$ cat config.mk
export PLATFORM = sky130hd
export DESIGN_NAME = crd_clock_supervisor
export DESIGN_NICKNAME = d
export VERILOG_FILES = /design/src/rtl/crd_pkg.sv /design/src/rtl/crd_activity_watch.sv /design/src/rtl/crd_period_meter.sv /design/src/rtl/crd_sequencer.sv /design/src/rtl/crd_clock_supervisor.sv
export SDC_FILE = /design/constraint.sdc
export NUM_CORES = 1
export LEC_CHECK = 0
export BUFFER_PORTS_ARGS = -buffer_cell sky130_fd_sc_hd__buf_2
export CAP_MARGIN = 20
export CORE_MARGIN = 2
export CORE_UTILIZATION = 62
export CTS_CLUSTER_DIAMETER = 30
export DETAILED_ROUTE_END_ITERATION = 10
export PLACE_DENSITY_LB_ADDON = 0.25
export SETUP_SLACK_MARGIN = 0.4
export SKIP_LAST_GASP = 1
export SYNTH_ARGS = -nofsm -noshare
export SYNTH_HDL_FRONTEND = slang
export SYNTH_SLANG_ARGS = --single-unit
$ cat constraint.sdc
create_clock -name clk_mst -period 4.2 [get_ports clk_mst]
set_input_delay 0.63 -clock clk_mst [delete_from_list [all_inputs] [get_ports clk_mst]]
set_output_delay 0.63 -clock clk_mst [all_outputs]
set_load 0.05 [all_outputs]
$ cat src/rtl/crd_pkg.sv
package crd_pkg;

    typedef enum logic [1:0] {
        SPD_NORMAL = 2'b00,
        SPD_DOUBLE = 2'b01,
        SPD_QUAD   = 2'b10,
        SPD_NONE   = 2'b11
    } speed_e;

    typedef enum logic [1:0] {
        SQ_HALT = 2'b00,
        SQ_MUTE = 2'b01,
        SQ_RUN  = 2'b10
    } seq_e;

    localparam int unsigned NUM_RATIOS = 7;

    // master cycles per frame for each recognised ratio, and the speed class of each
    localparam int unsigned RATIO_TAB [NUM_RATIOS] = '{128, 192, 256, 384, 512, 768, 1152};
    localparam speed_e      CLASS_TAB [NUM_RATIOS] = '{SPD_QUAD, SPD_QUAD, SPD_DOUBLE, SPD_DOUBLE,
                                                       SPD_NORMAL, SPD_NORMAL, SPD_NORMAL};

endpackage

$ cat src/rtl/crd_activity_watch.sv
module crd_activity_watch #(
    parameter int unsigned TIMEOUT = 64
) (
    input  logic clk,
    input  logic rst_n,
    input  logic lvl,
    output logic alive_o
);
    localparam int unsigned CW = $clog2(TIMEOUT + 1);
    localparam logic [CW-1:0] LIMIT = CW'(TIMEOUT);

    typedef struct packed {
        logic          lvl;
        logic [CW-1:0] idle;
    } watch_t;

    watch_t watch_d, watch_q;
    logic   toggled;

    always_comb begin
        watch_d     = watch_q;
        watch_d.lvl = lvl;
        toggled     = lvl ^ watch_q.lvl;
        if (toggled) begin
            watch_d.idle = '0;
        end else if (watch_q.idle != LIMIT) begin
            watch_d.idle = watch_q.idle + 1'b1;
        end
        alive_o = (watch_q.idle != LIMIT);
    end

    always_ff @(posedge clk or negedge rst_n) begin
        if (!rst_n) begin
            watch_q.lvl  <= 1'b0;
            watch_q.idle <= LIMIT;
        end else begin
            watch_q <= watch_d;
        end
    end

endmodule

$ cat src/rtl/crd_period_meter.sv
module crd_period_meter
    import crd_pkg::*;
#(
    parameter int unsigned TOL       = 2,
    parameter int unsigned MAX_RATIO = 1152
) (
    input  logic   clk,
    input  logic   rst_n,
    input  logic   clear,
    input  logic   lr_lvl,
    output logic   rise_o,
    output speed_e mode_o,
    output logic   locked_o
);
    localparam int unsigned CW = $clog2(MAX_RATIO + TOL + 2);

    typedef struct packed {
        logic          lr;
        logic          have_ref;
        logic [CW-1:0] cnt;
        speed_e        prev;
        speed_e        mode;
        logic          locked;
    } meter_t;

    meter_t meter_d, meter_q;
    speed_e cls;

    function automatic speed_e classify(input logic [CW-1:0] per);
        int     pv;
        speed_e res;
        pv  = int'({{(32-CW){1'b0}}, per});
        res = SPD_NONE;
        for (int i = 0; i < int'(NUM_RATIOS); i++) begin
            if ((pv + int'(TOL) >= int'(RATIO_TAB[i])) && (pv <= int'(RATIO_TAB[i]) + int'(TOL))) begin
                res = CLASS_TAB[i];
            end
        end
        return res;
    endfunction

    always_comb begin
        meter_d    = meter_q;
        meter_d.lr = lr_lvl;
        rise_o     = lr_lvl & ~meter_q.lr;
        cls        = classify(meter_q.cnt);

        if (meter_q.cnt != '1) begin
            meter_d.cnt = meter_q.cnt + 1'b1;
        end
        if (rise_o) begin
            meter_d.cnt = CW'(1);
        end

        if (clear) begin
            meter_d.have_ref = 1'b0;
            meter_d.prev     = SPD_NONE;
            meter_d.locked   = 1'b0;
        end else if (rise_o) begin
            if (!meter_q.have_ref) begin
                meter_d.have_ref = 1'b1;
            end else if (cls == SPD_NONE) begin
                meter_d.prev   = SPD_NONE;
                meter_d.locked = 1'b0;
            end else if (cls == meter_q.prev) begin
                meter_d.locked = 1'b1;
                meter_d.mode   = cls;
            end else begin
                meter_d.prev   = cls;
                meter_d.locked = 1'b0;
            end
        end

        mode_o   = meter_q.mode;
        locked_o = meter_q.locked;
    end

    always_ff @(posedge clk or negedge rst_n) begin
        if (!rst_n) begin
            meter_q.lr       <= 1'b0;
            meter_q.have_ref <= 1'b0;
            meter_q.cnt      <= '0;
            meter_q.prev     <= SPD_NONE;
            meter_q.mode     <= SPD_NORMAL;
            meter_q.locked   <= 1'b0;
        end else begin
            meter_q <= meter_d;
        end
    end

endmodule

$ cat src/rtl/crd_sequencer.sv
module crd_sequencer
    import crd_pkg::*;
#(
    parameter int unsigned MUTE_NORM   = 176,
    parameter int unsigned MUTE_DBL    = 352,
    parameter int unsigned MUTE_QUAD   = 704,
    parameter int unsigned RESUME_NORM = 180,
    parameter int unsigned RESUME_DBL  = 360,
    parameter int unsigned RESUME_QUAD = 720
) (
    input  logic   clk,
    input  logic   rst_n,
    input  logic   clocks_ok,
    input  logic   locked,
    input  speed_e mode,
    input  logic   rise,
    output logic   dp_rst,
    output logic   force_zero,
    output logic   ready
);
    function automatic int unsigned max2(input int unsigned a, input int unsigned b);
        return (a > b) ? a : b;
    endfunction

    localparam int unsigned LONGEST = max2(max2(max2(MUTE_NORM, MUTE_DBL), max2(MUTE_QUAD, RESUME_NORM)),
                                           max2(RESUME_DBL, RESUME_QUAD));
    localparam int unsigned MW = $clog2(LONGEST + 1);

    typedef struct packed {
        seq_e          st;
        logic          booted;
        logic [MW-1:0] cnt;
        logic [MW-1:0] tgt;
    } seq_t;

    seq_t          seq_d, seq_q;
    logic [MW-1:0] tgt_sel;
    logic [MW:0]   cnt_next;

    always_comb begin
        unique case (mode)
            SPD_DOUBLE: tgt_sel = seq_q.booted ? MW'(RESUME_DBL)  : MW'(MUTE_DBL);
            SPD_QUAD:   tgt_sel = seq_q.booted ? MW'(RESUME_QUAD) : MW'(MUTE_QUAD);
            default:    tgt_sel = seq_q.booted ? MW'(RESUME_NORM) : MW'(MUTE_NORM);
        endcase
    end

    always_comb begin
        seq_d    = seq_q;
        cnt_next = {1'b0, seq_q.cnt} + 1'b1;

        unique case (seq_q.st)
            SQ_HALT: begin
                if (clocks_ok && locked) begin
                    seq_d.st  = SQ_MUTE;
                    seq_d.cnt = '0;
                    seq_d.tgt = tgt_sel;
                end
            end
            SQ_MUTE: begin
                if (rise) begin
                    if (cnt_next >= {1'b0, seq_q.tgt}) begin
                        seq_d.st     = SQ_RUN;
                        seq_d.booted = 1'b1;
                    end else begin
                        seq_d.cnt = cnt_next[MW-1:0];
                    end
                end
            end
            default: begin
                seq_d.st = SQ_RUN;
            end
        endcase

        if (!clocks_ok || !locked) begin
            seq_d.st = SQ_HALT;
        end

        dp_rst     = (seq_q.st == SQ_HALT);
        force_zero = (seq_q.st != SQ_RUN);
        ready      = (seq_q.st == SQ_RUN);
    end

    always_ff @(posedge clk or negedge rst_n) begin
        if (!rst_n) begin
            seq_q.st     <= SQ_HALT;
            seq_q.booted <= 1'b0;
            seq_q.cnt    <= '0;
            seq_q.tgt    <= '0;
        end else begin
            seq_q <= seq_d;
        end
    end

endmodule

$ cat src/rtl/crd_clock_supervisor.sv
module crd_clock_supervisor
    import crd_pkg::*;
#(
    parameter int unsigned TOL         = 2,
    parameter int unsigned MAX_RATIO   = 1152,
    parameter int unsigned LR_TIMEOUT  = 4096,
    parameter int unsigned BCK_TIMEOUT = 64,
    parameter int unsigned MUTE_NORM   = 176,
    parameter int unsigned MUTE_DBL    = 352,
    parameter int unsigned MUTE_QUAD   = 704,
    parameter int unsigned RESUME_NORM = 180,
    parameter int unsigned RESUME_DBL  = 360,
    parameter int unsigned RESUME_QUAD = 720
) (
    input  logic       clk_mst,
    input  logic       rst_n,
    input  logic       lrck_lvl,
    input  logic       bck_lvl,
    output logic [1:0] speed_mode,
    output logic       dp_rst,
    output logic       force_zero,
    output logic       ready
);
    logic   lr_alive;
    logic   bck_alive;
    logic   clocks_ok;
    logic   lr_rise;
    logic   locked;
    speed_e mode;

    crd_activity_watch #(.TIMEOUT(LR_TIMEOUT)) u_lr_watch (
        .clk     (clk_mst),
        .rst_n   (rst_n),
        .lvl     (lrck_lvl),
        .alive_o (lr_alive)
    );

    crd_activity_watch #(.TIMEOUT(BCK_TIMEOUT)) u_bck_watch (
        .clk     (clk_mst),
        .rst_n   (rst_n),
        .lvl     (bck_lvl),
        .alive_o (bck_alive)
    );

    assign clocks_ok = lr_alive & bck_alive;

    crd_period_meter #(.TOL(TOL), .MAX_RATIO(MAX_RATIO)) u_meter (
        .clk      (clk_mst),
        .rst_n    (rst_n),
        .clear    (!clocks_ok),
        .lr_lvl   (lrck_lvl),
        .rise_o   (lr_rise),
        .mode_o   (mode),
        .locked_o (locked)
    );

    crd_sequencer #(
        .MUTE_NORM   (MUTE_NORM),
        .MUTE_DBL    (MUTE_DBL),
        .MUTE_QUAD   (MUTE_QUAD),
        .RESUME_NORM (RESUME_NORM),
        .RESUME_DBL  (RESUME_DBL),
        .RESUME_QUAD (RESUME_QUAD)
    ) u_seq (
        .clk        (clk_mst),
        .rst_n      (rst_n),
        .clocks_ok  (clocks_ok),
        .locked     (locked),
        .mode       (mode),
        .rise       (lr_rise),
        .dp_rst     (dp_rst),
        .force_zero (force_zero),
        .ready      (ready)
    );

    assign speed_mode = mode;

endmodule

==> results.ini <==
[floorplanning]
die_w_um=79.6
die_area_um2=6330
placementRows=27
initial_core_util_pct=64.3
core_um2=5510
die_height_um=79.6
io_pins=9

[clock_tree]
cts_made_buffers=9
htree_levels=3
cts.sinks=60
cts-hold-fix-buffers=0
cts.root.buffer_cell=clkbuf_8
path_clk_slew_ps=60
cts_setup_buffers=0
cts_resized=0
cts_tree=done
cts.path.max_buffers=2
worstSkewPairLatency_ps=330

[drt]
drc_errors=0
num_vias=2503
viasPerCell=5.73
dr.first_iter.drc_count=127
antenna_left=0
drtPass1Iterations=4
drt-wirelength-per-cell_um=13.7
wirelength_mm=5.98

[global_route]
grt_antenna_before_repair=0
grt_pass1_wl_mm=10.7
grtUsageTotal_pct=21.8
grt_pass1_vias=2486
gr-total-overflow=0
grt_max_degree=61

[timing]
maxSlewHeadroom_pct=48.0
worst_slew_pin_slew_ps=777
clock_skew_ps=8.27
rsz0062_at_grt=false
finalMaxSlewViolations=0
fmax_ghz=0.295
hold_slack_ps=425
finalSetupViolations=0
hold_viol=0
finalCritPeriodShare_pct=80.8
setup_tns_ps=0
layout_min_cycle_time_ps=3390

[place]
portBuffers=8
dp.cells=422
dp_hpwl_mm=4.20
place_congestion=0.813

[logic_synthesis]
synth_top_flop_cell=dfrtp_1
synth_cells=354
avgSynthCellArea_um2=10.0
synth_edf_count=0
seq_area_frac_synth_pct=42.5
synth_nets=379
yosysUniqueCellTypes=63
yosys_register_bits=60
ys_async_sr_fraction_pct=100
netlist_area_um2=3540
ys_warn_count=0

[worst_setup_path]
crit_type=register to register
endpoint_kind=register
required_ps=4470
arrival_ps=3660
cp_max_fo=13
worstSetupStartpointType=register

[job]
maxCapViolations=0

[layout]
nNetsFinal=386
diodes=0
finalNonFillerCells=437
synthToLayoutAreaGrowth_pct=5.23
final_cell_mix=dfrtp_1 (56), nor2_1 (30), nand2_1 (27)
drive_gt1_share_pct=13.4
final_common_cell=dfrtp_1

[worst_hold_path]
hold_path_class=input pin to register

[pwr]
power_density_nw_per_um2=375
p_leak_nw=1.77
p_total_w=0.00140
vdd_drop_max_uv=287

[status]
status=completed

per-stage QoR:
stage / instance area (µm²) / worst slack [ps] / utilization, %
floorplan: 3540 / 1240 / -
global placement: 3580 / 930 / 65.0
detailed placement: 3580 / 815 / 65.0
CTS: 3730 / 814 / 67.7
global route: 3730 / 411 / 67.7
finish: 3730 / 806 / 67.7
sequential cells by signal (all words and copies together) (netlist names):
name and flops:
u_bck_watch.watch_q 8, u_lr_watch.watch_q 13, u_meter.locked_o 1, u_meter.meter_q 15
u_seq.seq_q 21, u_meter.mode_o 2
critical path: stages (launching register included):
cell	delay, ps
dfrtp_1	420
nand3_1	180
nor2_1	270
and3_1	280
nand3_1	110
xnor2_1	210
ha_1	280
nor2b_1	130
a311oi_1	300
o31ai_2	180
nor2_1	640
a21o_1	210
a22o_1	120
synthesized netlist by cell type, drive strengths merged, types with 3 or more instances:
master	instances	area (µm²)
a22o	5	43.8
nand2	27	101
mux2	5	56.3
and3	10	62.6
o21ai	13	65.1
xnor2	18	158
nor2	31	119
ha	21	263
clkbuf	5	28.8
dfrtp	56	1400
a31oi	5	61.3
a311oi	4	41.3
buf	8	73.8
and2	16	104
a21oi	14	70.1
inv	23	86.3
nand3	20	118
xor2	16	140
nand4	5	37.5
nor2b	4	25.0
a21o	3	22.5
nand2b	3	18.8
nor3	7	35.0
dfstp	4	105
cell families (layout without fill, tap and decap cells):
| family | Yosys count | count (layout) | synth area share [%] |
|---|---|---|---|
| buffers and inverters | 36 | 47 | 5.33 |
| adder cells (fa/ha/maj) | 21 | 21 | 7.42 |
| AO/OA/AOI/OAI | 60 | 60 | 13.5 |
| flip-flops | 60 | 60 | 42.5 |
| AND/OR/NAND/NOR | 136 | 136 | 20.6 |
| XOR/XNOR | 34 | 34 | 8.41 |
| multiplexers | 7 | 7 | 2.15 |
per-layer routing:
layer	part of all wire, %	up-vias	GRT usage [%]
met5	0	-	0
li1	-	1242	-
met4	1.2	0	6.72
met2	51	26	38.7
met1	45	1227	25.5
met3	2.6	8	6.11
cell type report:
type,count,area [µm²]
Clock inverter,3,15.0
Multi-Input combinational cell,258,1850
Clock buffer,12,135
Timing Repair Buffer,9,47.5
Inverter,23,86.3
Sequential cell,60,1510
Tap cell,72,90.1
Fill cell,449,1780
power by group:
| group | total, W | internal [W] | switching [W] |
|---|---|---|---|
| Combinational | 0.000258 | 0.000122 | 0.000136 |
| Sequential | 0.000719 | 0.000645 | 0.0000743 |
| Clock | 0.000421 | 0.000208 | 0.000213 |
final timing paths:
path	start	to	slack [ps]	cells past startpoint
worst max-delay path	u_seq.seq_q[12]$_DFFE_PN0P_	u_seq.seq_q[14]$_DFFE_PN0P_	810	12
worst min-delay path	bck_lvl	u_bck_watch.watch_q[7]$_DFF_PN0_	420	1
worst max register to register	u_seq.seq_q[12]$_DFFE_PN0P_	u_seq.seq_q[14]$_DFFE_PN0P_	810	12
worst min register to register	u_seq.seq_q[5]$_DFFE_PN0P_	u_seq.seq_q[5]$_DFFE_PN0P_	490	2
max in group asynchronous	rst_n	u_meter.meter_q[17]$_DFF_PN0_	3260	2
min in group asynchronous	rst_n	u_seq.seq_q[12]$_DFFE_PN0P_	440	2
(Power assumes the default switching activity.)
